--- src/rtl/split_bridge_pkg.sv ---
package split_bridge_pkg;
    typedef enum logic {
        SNAP_IDLE = 1'b0,
        SNAP_HELD = 1'b1
    } snap_state_t;
endpackage

--- src/rtl/bridge_stage_unit.sv ---
module bridge_stage_unit #(
    parameter int DW        = 32,
    parameter int RESET_BIT = 31
) (
    input  logic            clk,
    input  logic            rst_n,
    input  logic            stage_we,
    input  logic            commit_we,
    input  logic [DW-1:0]   wdata,
    output logic [2*DW-1:0] cfg_q,
    output logic            reset_pulse
);
    logic [DW-1:0] stage_q;
    logic [DW-1:0] low_masked;

    always_comb begin
        low_masked            = wdata;
        low_masked[RESET_BIT] = 1'b0;
    end

    always_ff @(posedge clk) begin
        if (!rst_n) begin
            stage_q     <= '0;
            cfg_q       <= '0;
            reset_pulse <= 1'b0;
        end else begin
            reset_pulse <= commit_we & wdata[RESET_BIT];
            if (stage_we)
                stage_q <= wdata;
            if (commit_we)
                cfg_q <= {stage_q, low_masked};
        end
    end


    cfg_hold_chk: assert property (@(posedge clk) disable iff (!rst_n)
        !commit_we |=> $stable(cfg_q));

    stage_load_chk: assert property (@(posedge clk) disable iff (!rst_n)
        stage_we |=> stage_q == $past(wdata));
endmodule

--- src/rtl/bridge_event_counter.sv ---
module bridge_event_counter #(
    parameter int             CW   = 64,
    parameter logic [CW-1:0]  INIT = '0
) (
    input  logic          clk,
    input  logic          rst_n,
    input  logic          evt,
    output logic [CW-1:0] count
);
    always_ff @(posedge clk) begin
        if (!rst_n)
            count <= INIT;
        else if (evt)
            count <= count + CW'(1);
    end


    cnt_idle_chk: assert property (@(posedge clk) disable iff (!rst_n)
        !evt |=> $stable(count));

    cnt_step_chk: assert property (@(posedge clk) disable iff (!rst_n)
        evt |=> count == $past(count) + CW'(1));
endmodule

--- src/rtl/bridge_snap_reader.sv ---
module bridge_snap_reader
    import split_bridge_pkg::*;
#(
    parameter int DW = 32
) (
    input  logic            clk,
    input  logic            rst_n,
    input  logic            rd_upper,
    input  logic            rd_lower,
    input  logic [2*DW-1:0] live,
    output logic [DW-1:0]   lower_data
);
    snap_state_t     state_q, state_d;
    logic [2*DW-1:0] snap_q;

    always_comb begin
        state_d = state_q;
        unique case (state_q)
            SNAP_IDLE: if (rd_upper) state_d = SNAP_HELD;
            SNAP_HELD: begin
                if (rd_upper)      state_d = SNAP_HELD;
                else if (rd_lower) state_d = SNAP_IDLE;
            end
            default:   state_d = SNAP_IDLE;
        endcase
    end

    always_ff @(posedge clk) begin
        if (!rst_n) begin
            state_q <= SNAP_IDLE;
            snap_q  <= '0;
        end else begin
            state_q <= state_d;
            if (rd_upper)
                snap_q <= live;
        end
    end

    always_comb begin
        unique case (state_q)
            SNAP_HELD: lower_data = snap_q[DW-1:0];
            default:   lower_data = live[DW-1:0];
        endcase
    end


    capture_chk: assert property (@(posedge clk) disable iff (!rst_n)
        rd_upper |=> state_q == SNAP_HELD && snap_q == $past(live));

    release_chk: assert property (@(posedge clk) disable iff (!rst_n)
        (rd_lower && !rd_upper) |=> state_q == SNAP_IDLE);
endmodule

--- src/rtl/split_reg_bridge.sv ---
module split_reg_bridge #(
    parameter int               ADDR_W   = 3,
    parameter logic [63:0]      CNT_INIT = 64'd0
) (
    input  logic              clk,
    input  logic              rst_n,
    input  logic              req_valid,
    input  logic              req_write,
    input  logic [ADDR_W-1:0] req_addr,
    input  logic [31:0]       req_wdata,
    input  logic              evt_strobe,
    output logic              rsp_valid,
    output logic [31:0]       rsp_rdata,
    output logic [63:0]       cfg_value,
    output logic              sw_reset_pulse
);
    localparam int               DW      = 32;
    localparam int               IDX_W   = ADDR_W - 1;
    localparam logic [IDX_W-1:0] IDX_CFG = IDX_W'(0);
    localparam logic [IDX_W-1:0] IDX_CNT = IDX_W'(1);

    logic [IDX_W-1:0] reg_idx;
    logic             low_half;
    logic             is_wr, is_rd;
    logic [2*DW-1:0]  cnt_value;
    logic [DW-1:0]    cnt_lower;
    logic [DW-1:0]    rd_mux;

    assign reg_idx  = req_addr[ADDR_W-1:1];
    assign low_half = req_addr[0];
    assign is_wr    = req_valid & req_write;
    assign is_rd    = req_valid & ~req_write;

    bridge_stage_unit #(.DW(DW), .RESET_BIT(31)) u_stage (
        .clk        (clk),
        .rst_n      (rst_n),
        .stage_we   (is_wr & ~low_half),
        .commit_we  (is_wr & low_half & (reg_idx == IDX_CFG)),
        .wdata      (req_wdata),
        .cfg_q      (cfg_value),
        .reset_pulse(sw_reset_pulse)
    );

    bridge_event_counter #(.CW(2*DW), .INIT(CNT_INIT)) u_count (
        .clk  (clk),
        .rst_n(rst_n),
        .evt  (evt_strobe),
        .count(cnt_value)
    );

    bridge_snap_reader #(.DW(DW)) u_snap (
        .clk       (clk),
        .rst_n     (rst_n),
        .rd_upper  (is_rd & ~low_half & (reg_idx == IDX_CNT)),
        .rd_lower  (is_rd &  low_half & (reg_idx == IDX_CNT)),
        .live      (cnt_value),
        .lower_data(cnt_lower)
    );

    always_comb begin
        rd_mux = '0;
        if (reg_idx == IDX_CFG)
            rd_mux = low_half ? cfg_value[DW-1:0] : cfg_value[2*DW-1:DW];
        else if (reg_idx == IDX_CNT)
            rd_mux = low_half ? cnt_lower : cnt_value[2*DW-1:DW];
    end

    always_ff @(posedge clk) begin
        if (!rst_n) begin
            rsp_valid <= 1'b0;
            rsp_rdata <= '0;
        end else begin
            rsp_valid <= is_rd;
            if (is_rd)
                rsp_rdata <= rd_mux;
        end
    end


    rsp_timing_chk: assert property (@(posedge clk) disable iff (!rst_n)
        rsp_valid == $past(is_rd));

    pulse_source_chk: assert property (@(posedge clk) disable iff (!rst_n)
        sw_reset_pulse |-> $past(is_wr && low_half && reg_idx == IDX_CFG && req_wdata[31]));

    pulse_readback_chk: assert property (@(posedge clk) disable iff (!rst_n)
        (rsp_valid && $past(req_addr) == ADDR_W'(1)) |-> !rsp_rdata[31]);
endmodule

--- config.mk ---
export PLATFORM = sky130hd
export DESIGN_NAME = split_reg_bridge
export DESIGN_NICKNAME = d
export VERILOG_FILES = /design/src/rtl/split_bridge_pkg.sv /design/src/rtl/bridge_stage_unit.sv /design/src/rtl/bridge_event_counter.sv /design/src/rtl/bridge_snap_reader.sv /design/src/rtl/split_reg_bridge.sv
export SDC_FILE = /design/constraint.sdc
export NUM_CORES = 1
export LEC_CHECK = 0
export BUFFER_PORTS_ARGS = -buffer_cell sky130_fd_sc_hd__buf_4
export CORE_MARGIN = 4
export CORE_UTILIZATION = 38
export CTS_CLUSTER_DIAMETER = 40
export DETAILED_ROUTE_END_ITERATION = 16
export PLACE_DENSITY_LB_ADDON = 0.05
export SLEW_MARGIN = 10
export SYNTH_ARGS = -nofsm -noshare
export SYNTH_HDL_FRONTEND = slang
export SYNTH_SLANG_ARGS = --single-unit
--- constraint.sdc ---
create_clock -name clk -period 5.4 [get_ports clk]
set_input_delay 1.08 -clock clk [delete_from_list [all_inputs] [get_ports clk]]
set_output_delay 1.08 -clock clk [all_outputs]
set_load 0.005 [all_outputs]
=== After elaboration in Yosys (flattened, before gate mapping) ===
Cells that the tools add are included.

* Bits in registers: 226
* Bits of input ports: 40
* Output and inout bits: 98
* Word-level logic and storage cells: 33

* Add/sub/neg operators: 1
* Equality and inequality tests: 1
* Mux-type cells: 9
* Bitwise logic cells: 13
* Reductions and logical operators: 1

{| class="wikitable"
|+ Operators with widths
! kind !! count
|-
| 32-bit 2-to-1 mux || 5
|-
| 64-bit by 1-bit adder with 64-bit output, second input constant || 1
|-
| 1-bit AND || 10
|-
| 1-bit 2-to-1 mux || 3
|-
| 1-bit inverter || 3
|-
| 2-bit by 1-bit equality test with 1-bit output, second input constant || 1
|-
| 2-bit logical NOT || 1
|-
| 1-bit case mux with 2 select lines || 1
|}

=== Longest topological paths before layout ===
Gate-level depths: netlist of run 1.

* Depth in word-level cells: 7
* Gate-level depth with buffers: 8
* Mapped depth without buffers: 6

=== Modules after synthesis ===
Synthesis of run 1 repeated with hierarchy kept, for this count alone.

* Cell total of the unflattened synthesis: 1038
* Area total of the unflattened synthesis: 10757.8 µm²

{| class="wikitable"
|+ Modules (own cells, without submodules)
! module !! times used !! cells each !! area an instance (µm²) !! seq. area each (µm²)
|-
| bridge_stage_unit || 1 || 310 || 3663.5 || 1921.8
|-
| bridge_event_counter || 1 || 357 || 3129.3 || 1281.2
|-
| split_reg_bridge || 1 || 229 || 2140.8 || 660.6
|-
| bridge_snap_reader || 1 || 142 || 1824.2 || 660.6
|}

=== Least setup slack after synthesis of run 1 ===
No wires, ideal clock.

* Kind: input-to-reg
* Start point: in evt_strobe
* End point: reg u_count.count[18]
* Library setup time: 0.128 ns
* Arrival time: 2.491 ns
* Data required time: 5.272 ns
* Slack: 2.781 ns
* Cell stages on the path: 6
* Path buffers: 1
* Path through: clkbuf_1 > nand2_1 > or3_1 > or4_1 > xor2_1 > nor2_1

{| class="wikitable"
|+ RTL lines
! element !! RTL line !! source
|-
| from (decl) || split_reg_bridge.sv:11 || <nowiki>input logic evt_strobe,</nowiki>
|-
| to (signal assigned) || bridge_event_counter.sv:14 || <nowiki>count <= count + CW'(1);</nowiki>
|-
| to (decl) || bridge_event_counter.sv:8 || <nowiki>output logic [CW-1:0] count</nowiki>
|}

=== Worst setup path in the final report of run 1 ===
* Start point: in req_addr[0]
* End point: reg u_stage.stage_q[27]

* Longest elaborated chain between the ends: 2

{| class="wikitable"
|+ Ends and longest elaborated chain
! element !! RTL line !! source
|-
| from (decl) || split_reg_bridge.sv:9 || <nowiki>input logic [ADDR_W-1:0] req_addr,</nowiki>
|-
| 1-bit inverter || split_reg_bridge.sv:37 || <nowiki>.stage_we (is_wr & ~low_half),</nowiki>
|-
| 1-bit AND || split_reg_bridge.sv:37 ||
|-
| to (signal assigned) || bridge_stage_unit.sv:29 || <nowiki>stage_q <= wdata;</nowiki>
|-
| to (decl) || bridge_stage_unit.sv:13 || <nowiki>logic [DW-1:0] stage_q;</nowiki>
|}

No other way between the ends.
A chain may end at the register's enable or synchronous reset.

==> impl_metrics.csv, run 1 <==
group,metric,value,unit
run_status,status,"completed",
die,dieArea,28200,sq um
grt,antenna_found_initial,0,
synth,syn-num-nets,1239,
grt,grt_overflow,0,
die,start_util,38.6,%
setup_path,crit_path_end_kind,"flip-flop",
drt,drc,0,
setup_path,crit_type,"input pin to flip-flop",
clocking,htreeDepth,2,
sta,fmax,362,MHz
sta,setup_viol,0,
power_and_ir_drop,seqPwrFrac,38.2,%
synth,ys.flop_type,"dfxtp_1",
drt,vias,8711,
die,rows,58,
sta,rsz0062_at_grt,"false",
synth,syn_avg_cell_area,8.12,sq um
power_and_ir_drop,peakVddDrop,237,uV
sta,relSlewSlack,29.6,%
die,die_w,168,um
power_and_ir_drop,power.share.switching,21.7,%
power_and_ir_drop,comb_power_share,3.7,%
final_layout,diodes,0,
setup_path,worstPathCellList,"buf_4 > buf_4 > or2_2 > nand2_1 > a21oi_1",
grt,grt_pass1_vias,8336,
power_and_ir_drop,leakagePower,4.43,nW
sta,final.setup_skew,0.0168,ns
sta,tns,0,ns
place,gp_congestion,0.772,
synth,yosysSeqAreaShare,46.5,%
drt,ant_nets,0,
drt,first_pass_iters,8,
synth,syn_area,9730,sq um
grt,grt_pass1_wl,46700,um
drt,postRouteWirelength,28900,um
final_layout,multi_input_area,4830,sq um
synth,synth_area_leaders,"dfxtp_1, nand2_1, a21oi_1",
setup_path,cpMostUsedCell,"buf_4",
drt,wire_per_inst,17.4,um
power_and_ir_drop,finalPower,4.45,mW
clocking,clockBufferDepth,3,
final_layout,drive_above_1_share,19.8,%
synth,synth_enable_flop_cells,0,
clocking,root_buffer,"clkbuf_16",
final_layout,final_nets,1339,
drt,drt_iter0_markers,622,
clocking,clkLatencyLatePin,0.51,ns
grt,track_usage,20.1,%
clocking,cts_tree,"yes",
final_layout,syn_to_final_growth,26.6,%
setup_path,slowest_stage,"or2_2",
clocking,cts_sinks,226,
power_and_ir_drop,switchingPower,0.964,mW
setup_path,worstPathMaxFanout,56,
sta,fin_crit,2.76,ns
clocking,hold_buffers,0,
final_layout,seqCellArea,4530,sq um
clocking,cts_resized,0,
die,core_area,25200,sq um
setup_path,cp-start-kind,"input pin",
synth,yosys.area.top_type,"dfxtp_1",
synth,synth_seq_cells,226,
grt,grt_max_degree,127,
clocking,cts_made_buffers,41,
die,die_y,168,um
sta,hold_violations,0,
synth,synth_top_area_share,46.5,%
power_and_ir_drop,clkPwrFrac,58.1,%
final_layout,fill_cells,2487,
run,maxCapViolCount,0,
power_and_ir_drop,pwr_density_cell,362,nW/um^2
setup_path,cp_slowest_stage_delay,0.69,ns
place,io_buffers,136,
synth,ys_async_sr_fraction,0,%
die,io_pins,138,
sta,fin_crit_sh,51.1,%
drt,post_drt_via_cell_ratio,5.26,
sta,finalMaxSlewViolations,0,
place,hpwl,18800,um
setup_path,worstPathRequired,5.83,ns
sta,worst_slew_pin_slew,1.06,ns
clocking,clkSlewWorstSetupHoldPaths,0.05,ns
synth,yosysWarnings,0,
worst_hold_path,hold_path_class,"flip-flop to flip-flop",
setup_path,arrival,3.19,ns
clocking,cts_setup_buffers,0,
synth,syn_inst,1198,
power_and_ir_drop,power.internal,3.49,mW
synth,netlist-cell-type-count,43,
## through the flow
step	setup slack, ns	instance area [sq um]	hold slack, ns	utilization (%)	std cells
after floorplan	2.78	9730	0.432	-	1198
after global placement	2.17	10900	0.439	43.4	1585
after detailed placement	2.12	10900	0.445	43.4	1585
after CTS	2.62	12300	0.450	48.9	1656
after global routing	2.45	12300	0.463	48.9	1656
final	2.64	12300	0.446	48.9	1656
## layout by cell type (no fill, tap or decap), drive strengths merged
cell type,netlist,final
a21oi,186,186
a222oi,32,32
and2,3,3
and3,12,12
and4,4,4
buf,9,148
bufinv,0,6
clkbuf,82,49
clkinv,0,11
clkinvlp,0,4
conb,1,1
dfxtp,226,226
ha,1,1
inv,8,9
mux2,31,31
mux2i,36,36
nand2,287,287
nand2b,10,10
nand3,27,27
nand4,18,18
nor2,106,106
nor2b,2,2
nor3,7,7
nor3b,1,1
nor4,11,11
o21ai,12,12
o311ai,4,4
o31ai,14,14
o41ai,4,4
or2,2,2
or3,17,17
or4,15,15
xnor2,11,11
xor2,19,19
## per-layer routing
| layer | vias up | track usage [%] | share of wire (%) |
|---|---|---|---|
| li1 | 4377 | - | - |
| met1 | 4096 | 28.4 | 49 |
| met2 | 194 | 30.2 | 43 |
| met3 | 44 | 5.49 | 6.3 |
| met4 | 0 | 5.58 | 2.0 |
| met5 | - | 0 | 0 |
## worst max-delay path, delay by kind of cell
kind | cells | cell delay [ns]
AND/OR/NAND/NOR | 2 | 0.81
AO/OA/AOI/OAI | 1 | 0.18
buffers and inverters | 2 | 1.05
## state kept, by name (all words and copies together), names as in the netlist
signal and cells:
rsp_rdata 32, rsp_valid 1, u_count.count 64, u_snap.snap_q 32, u_snap.state_q 1, u_stage.cfg_q 63, u_stage.reset_pulse 1, u_stage.stage_q 32
## power by group through the flow
stage                     Combinational (mW)  Sequential, mW  Clock [mW]
after floorplan                       0.0955            1.73           0
after global placement                 0.163            1.73           0
after detailed placement               0.164            1.73           0
after CTS                              0.165            1.70        2.64
after global routing                   0.180            1.70        2.72
final                                  0.163            1.70        2.59
## worst paths after layout
| kind | slack [ns] | endpoint | from | depth (start not counted) |
|---|---|---|---|---|
| max | 2.64 | u_stage.stage_q[27] | req_addr[0] | 5 |
| min | 0.45 | u_stage.cfg_q[39] | u_stage.stage_q[7] | 2 |
| max reg2reg | 2.70 | u_count.count[37] | u_count.count[22] | 5 |
| min reg2reg | 0.45 | u_stage.cfg_q[39] | u_stage.stage_q[7] | 2 |
## synth_stat cells, drive strengths merged, types with 4 or more instances
cell    number
o311ai       4
inv          8
nand3       27
xor2        19
nand2      287
and3        12
buf          9
a21oi      186
o21ai       12
dfxtp      226
or3         17
or4         15
xnor2       11
o41ai        4
nor4        11
and4         4
nor3         7
nor2       106
mux2        31
nand2b      10
clkbuf      82
a222oi      32
o31ai       14
nand4       18
mux2i       36
## final cells by class
cell class,instances,share of cell area [%]
Clock buffer,49,9.01
Clock inverter,22,2.29
Sequential cell,226,36.8
Timing Repair Buffer,148,9.03
Tap cell,330,3.35
Multi-Input combinational cell,873,39.3
Inverter,8,0.285
## cells by family (layout without fill, tap and decap cells)
group / after synthesis / after routing / synth area share [%]
adders and majority gates: 1 / 1 / 0.129
other: 1 / 1 / 0.0386
muxes: 67 / 67 / 7.29
AOI/OAI and AO/OA: 252 / 252 / 15.3
xor gates and xnor gates: 30 / 30 / 2.70
DFF: 226 / 226 / 46.5
and+or+nand+nor: 522 / 522 / 24.0
buffers and inverters: 99 / 227 / 4.03
Note: power is estimated with default switching activity, not from simulation.
==> run 2, diff against run 1 <==
==> constraint.sdc (replaced) <==
create_clock -name clk -period 2.6 [get_ports clk]
set_input_delay 0.52 -clock clk [delete_from_list [all_inputs] [get_ports clk]]
set_output_delay 0.52 -clock clk [all_outputs]
set_load 0.005 [all_outputs]
==> impl_metrics.csv, run 2 (synthesis gave the netlist of run 1 again) <==
group,metric,value,unit
place,dp_cells,1600,
die,dieArea,28200,sq um
grt,grt_pass1_vias,8333,
grt,grt_pass1_wl,46400,um
power_and_ir_drop,leakagePower,4.51,nW
clocking,cts_sinks,226,
drt,drt_iter0_markers,815,
grt,grt_overflow,0,
final_layout,finalNonFillerCells,1670,
die,die_w,168,um
run,maxCapViolCount,0,
drt,drc,0,
sta,holdWs,0.264,ns
sta,finalMaxSlewViolations,0,
place,dpl_worst_slack,0.397,ns
power_and_ir_drop,pwr_density_cell,721,nW/um^2
final_layout,largest_register,"u_count.count",
clocking,root_buffer,"clkbuf_16",
setup_path,r2r_end,"u_count.count[44]",
worst_hold_path,hold_path_class,"input pin to flip-flop",
place,io_buffers,136,
sta,fmax,440,MHz
die,io_pins,138,
sta,setup_viol,0,
place,hpwl,19300,um
die,core_area,25200,sq um
sta,tns,0,ns
setup_path,arrival,2.70,ns
sta,layout_setup_ws,0.329,ns
clocking,cts_tree,"yes",
setup_path,crit_type,"flip-flop to flip-flop",
final_layout,stdcell_area,12400,sq um
grt,grt_max_degree,65,
grt,track_usage,20.0,%
setup_path,regToRegSetupSlack,0.33,ns
final_layout,layout_common_cells,"nand2_1, dfxtp_1, a21oi_1, buf_4, nor2_1",
setup_path,cp-start-kind,"flip-flop",
grt,antenna_found_initial,0,
sta,rsz0062_at_grt,"false",
drt,post_drt_via_cell_ratio,5.27,
die,die_y,168,um
clocking,clkLatencyLatePin,0.51,ns
clocking,hold_buffers,0,
sta,worst_slew_pin_slew,0.797,ns
final_layout,final_util,49.4,%
setup_path,startpoint,"u_count.count[14]",
final_layout,layout_commonest_cell,"nand2_1",
sta,hold_violations,0,
setup_path,worstPathMaxFanout,29,
die,start_util,38.6,%
sta,fin_crit,2.27,ns
final_layout,final_nets,1352,
setup_path,worstPathRequired,3.03,ns
final_layout,reg_top3,"u_count.count (64), u_stage.cfg_q (63)",
final_layout,drive_above_1_share,20.6,%
clocking,clkSlewWorstSetupHoldPaths,0.05,ns
final_layout,syn_to_final_growth,27.9,%
die,rows,58,
clocking,cts_made_buffers,39,
setup_path,endpoint,"u_count.count[44]",
drt,first_pass_iters,6,
drt,postRouteWirelength,29000,um
sta,fin_crit_sh,87.3,%
drt,vias,8806,
run_status,status,"completed",
clocking,cts_resized,0,
drt,wire_per_inst,17.3,um
setup_path,reg2reg_depth,6,
sta,final.setup_skew,0.0211,ns
final_layout,diodes,0,
power_and_ir_drop,finalPower,8.97,mW
setup_path,crit_path_end_kind,"flip-flop",
setup_path,crit-reg2reg-launch,"u_count.count[14]",
sta,relSlewSlack,46.9,%
clocking,clockBufferDepth,3,
final_layout,largest_reg_flops,64,
place,placed_cell_area,11100,sq um
power_and_ir_drop,peakVddDrop,472,uV
drt,ant_nets,0,
place,gp_congestion,0.791,
clocking,htreeDepth,2,
clocking,cts_setup_buffers,0,
## run 2: area by class of cell
type / instances / area [sq um]
flip-flops and latches: 226 / 4530
repair buffers: 163 / 1310
inverters: 8 / 35.0
multi-input cells: 873 / 4830
clock buffers: 54 / 1150
clock inverters: 16 / 164
well taps: 330 / 413
fillers: 2481 / 12700
## run 2: power by group
| part | internal [mW] | switching [mW] | leakage [nW] |
|---|---|---|---|
| Combinational | 0.135 | 0.225 | 2.03 |
| Clock | 3.38 | 1.70 | 0.655 |
| Sequential | 3.50 | 0.0223 | 1.82 |
| Total | 7.02 | 1.94 | 4.51 |
## run 2: worst max-delay path, stage by stage (launching register included)
cell and delay, ns:
dfxtp_1 0.44, nand3_1 0.19, nor4_1 0.50, nand4_1 0.15, buf_4 0.25, or4_1 0.49
a21oi_1 0.17
## run 2: per-layer routing
metal	GRT usage (%)	vias up	part of all wire [%]
met5	0	-	0
met4	5.12	0	1.6
met3	5.38	38	7.1
met1	29.0	4160	48
met2	29.6	208	43
li1	-	4400	-
## run 2: how the worst min path moves through the flow
| stage | depth (start not counted) | endpoint | from |
|---|---|---|---|
| after floorplan | 2 | u_stage.cfg_q[63] | u_stage.stage_q[31] |
| after global placement | 2 | u_stage.cfg_q[51] | u_stage.stage_q[19] |
| after detailed placement | 2 | u_stage.cfg_q[51] | u_stage.stage_q[19] |
| after CTS | 3 | u_stage.cfg_q[9] | req_wdata[9] |
| after global routing | 3 | u_stage.cfg_q[15] | req_wdata[15] |
| final | 3 | u_stage.cfg_q[9] | req_wdata[9] |
==> run 3, diff against run 2 <==
==> constraint.sdc (replaced) <==
create_clock -name clk -period 2.6 [get_ports clk]
set_input_delay 0.26 -clock clk [delete_from_list [all_inputs] [get_ports clk]]
set_output_delay 0.26 -clock clk [all_outputs]
set_load 0.005 [all_outputs]
==> impl_metrics.csv, run 3 (synthesis gave the netlist of run 1 again) <==
group,metric,value,unit
place,io_buffers,136,
sta,finalMaxSlewViolations,0,
clocking,clockBufferDepth,3,
setup_path,worstPathMaxFanout,29,
grt,grt_pass1_wl,46400,um
setup_path,worstPathCellList,"nand3_1 > nor4_1 > nand4_1 > buf_4 > or4_1 > a21oi_1",
drt,drt_iter0_markers,722,
final_layout,largest_register,"u_count.count",
final_layout,fill_cells,2431,
clocking,cts_sinks,226,
die,dieArea,28200,sq um
drt,first_pass_iters,6,
setup_path,path_buf_inv,1,
setup_path,worstPathRequired,3.03,ns
sta,fmax,450,MHz
drt,wire_per_inst,17.4,um
sta,worst_slew_pin_slew,0.758,ns
drt,post_drt_via_cell_ratio,5.25,
setup_path,crit_path_end_kind,"flip-flop",
place,dpl_worst_slack,0.412,ns
clocking,clkSlewWorstSetupHoldPaths,0.05,ns
sta,tns,0,ns
grt,grt_max_degree,72,
final_layout,finalNonFillerCells,1681,
run,maxCapViolCount,0,
grt,track_usage,20.1,%
die,start_util,38.6,%
final_layout,layout_commonest_cell,"nand2_1",
setup_path,cp_slowest_stage_delay,0.49,ns
setup_path,reg2reg_depth,6,
die,core_area,25200,sq um
setup_path,slowest_stage,"or4_1",
final_layout,diodes,0,
sta,rsz0062_at_grt,"false",
sta,final.setup_skew,0.0198,ns
drt,drc,0,
final_layout,syn_to_final_growth,29.4,%
power_and_ir_drop,leakagePower,4.56,nW
die,die_y,168,um
final_layout,drive_above_1_share,20.1,%
die,die_w,168,um
final_layout,reg_top3,"u_count.count (64), u_stage.cfg_q (63)",
place,dp_cells,1596,
clocking,htreeDepth,2,
grt,grt_pass1_vias,8220,
setup_path,arrival,2.65,ns
setup_path,crit_type,"flip-flop to flip-flop",
final_layout,final_nets,1363,
clocking,cts_resized,0,
final_layout,layout_common_cells,"nand2_1, dfxtp_1, a21oi_1, buf_4, nor2_1",
setup_path,critPathTopFamily,"simple AND/OR/NAND/NOR gates",
die,io_pins,138,
drt,ant_nets,0,
sta,setup_viol,0,
final_layout,largest_reg_flops,64,
sta,relSlewSlack,49.5,%
final_layout,stdcell_area,12600,sq um
power_and_ir_drop,peakVddDrop,497,uV
sta,hold_violations,0,
grt,grt_overflow,0,
clocking,cts_setup_buffers,0,
worst_hold_path,hold_depth,3,
place,placed_cell_area,11100,sq um
place,gp_congestion,0.815,
clocking,cts_made_buffers,37,
die,rows,58,
drt,vias,8830,
clocking,cts_tree,"yes",
power_and_ir_drop,pwr_density_cell,725,nW/um^2
setup_path,cp.depth,6,
clocking,root_buffer,"clkbuf_16",
place,hpwl,19600,um
sta,fin_crit_sh,85.5,%
run_status,status,"completed",
drt,postRouteWirelength,29200,um
setup_path,cp-start-kind,"flip-flop",
sta,layout_setup_ws,0.378,ns
grt,antenna_found_initial,0,
worst_hold_path,hold_path_class,"input pin to flip-flop",
clocking,clkLatencyLatePin,0.51,ns
sta,fin_crit,2.22,ns
run 3: where the power goes:
group	leakage, nW	total (mW)	switching [mW]	internal (mW)
combinational	2.08	0.379	0.229	0.150
sequential	1.82	3.53	0.0239	3.50
clock	0.657	5.22	1.70	3.51
run 3: per-layer routing:
metal	wire length (um)	global-route usage, %	part of all wire, %
met5	0	0	0
met2	12800	30.0	44
met4	410	4.34	1.4
met3	1960	5.12	6.7
met1	14000	29.4	48
run 3: what timing repair did:
item | in CTS | in global routing
hold buffers | 17 | 0
endpoints found under the setup margin | 0 | 0
hold endpoints to repair | 27 | 0
run 3: layout make-up:
cell class	count	area [sq um]	share of cell area, %
Inverter	8	35.0	0.278
Multi-Input combinational cell	873	4830	38.4
Timing Repair Buffer	176	1440	11.4
Tap cell	330	413	3.28
Sequential cell	226	4530	35.9
Clock buffer	53	1130	8.96
Clock inverter	15	215	1.71
run 3: per-stage QoR:
stage	util [%]	hold WS (ns)	total power [mW]
6_report	50.0	0.0139	9.12
5_1_grt	50.0	0.00870	9.42
4_1_cts	50.0	0.0000254	9.23
3_5_place_dp	44.0	0.443	3.96
3_3_place_gp	44.0	0.438	3.96
2_1_floorplan	-	0.396	3.79
run 3: final timing paths:
path / from / to / slack [ns]
worst max-delay path: u_count.count[14] / u_count.count[44] / 0.38
worst min-delay path: req_wdata[7] / u_stage.cfg_q[7] / 0.01
worst max register to register: u_count.count[14] / u_count.count[44] / 0.38
worst min register to register: u_stage.stage_q[21] / u_stage.cfg_q[53] / 0.45
run 3: worst register-to-register path, delay by kind of cell (launching register included):
family / cells / cell delay (ns)
AO/OA/AOI/OAI: 1 / 0.15
AND/OR/NAND/NOR: 4 / 1.31
flip-flops: 1 / 0.45
buffers and inverters: 1 / 0.25
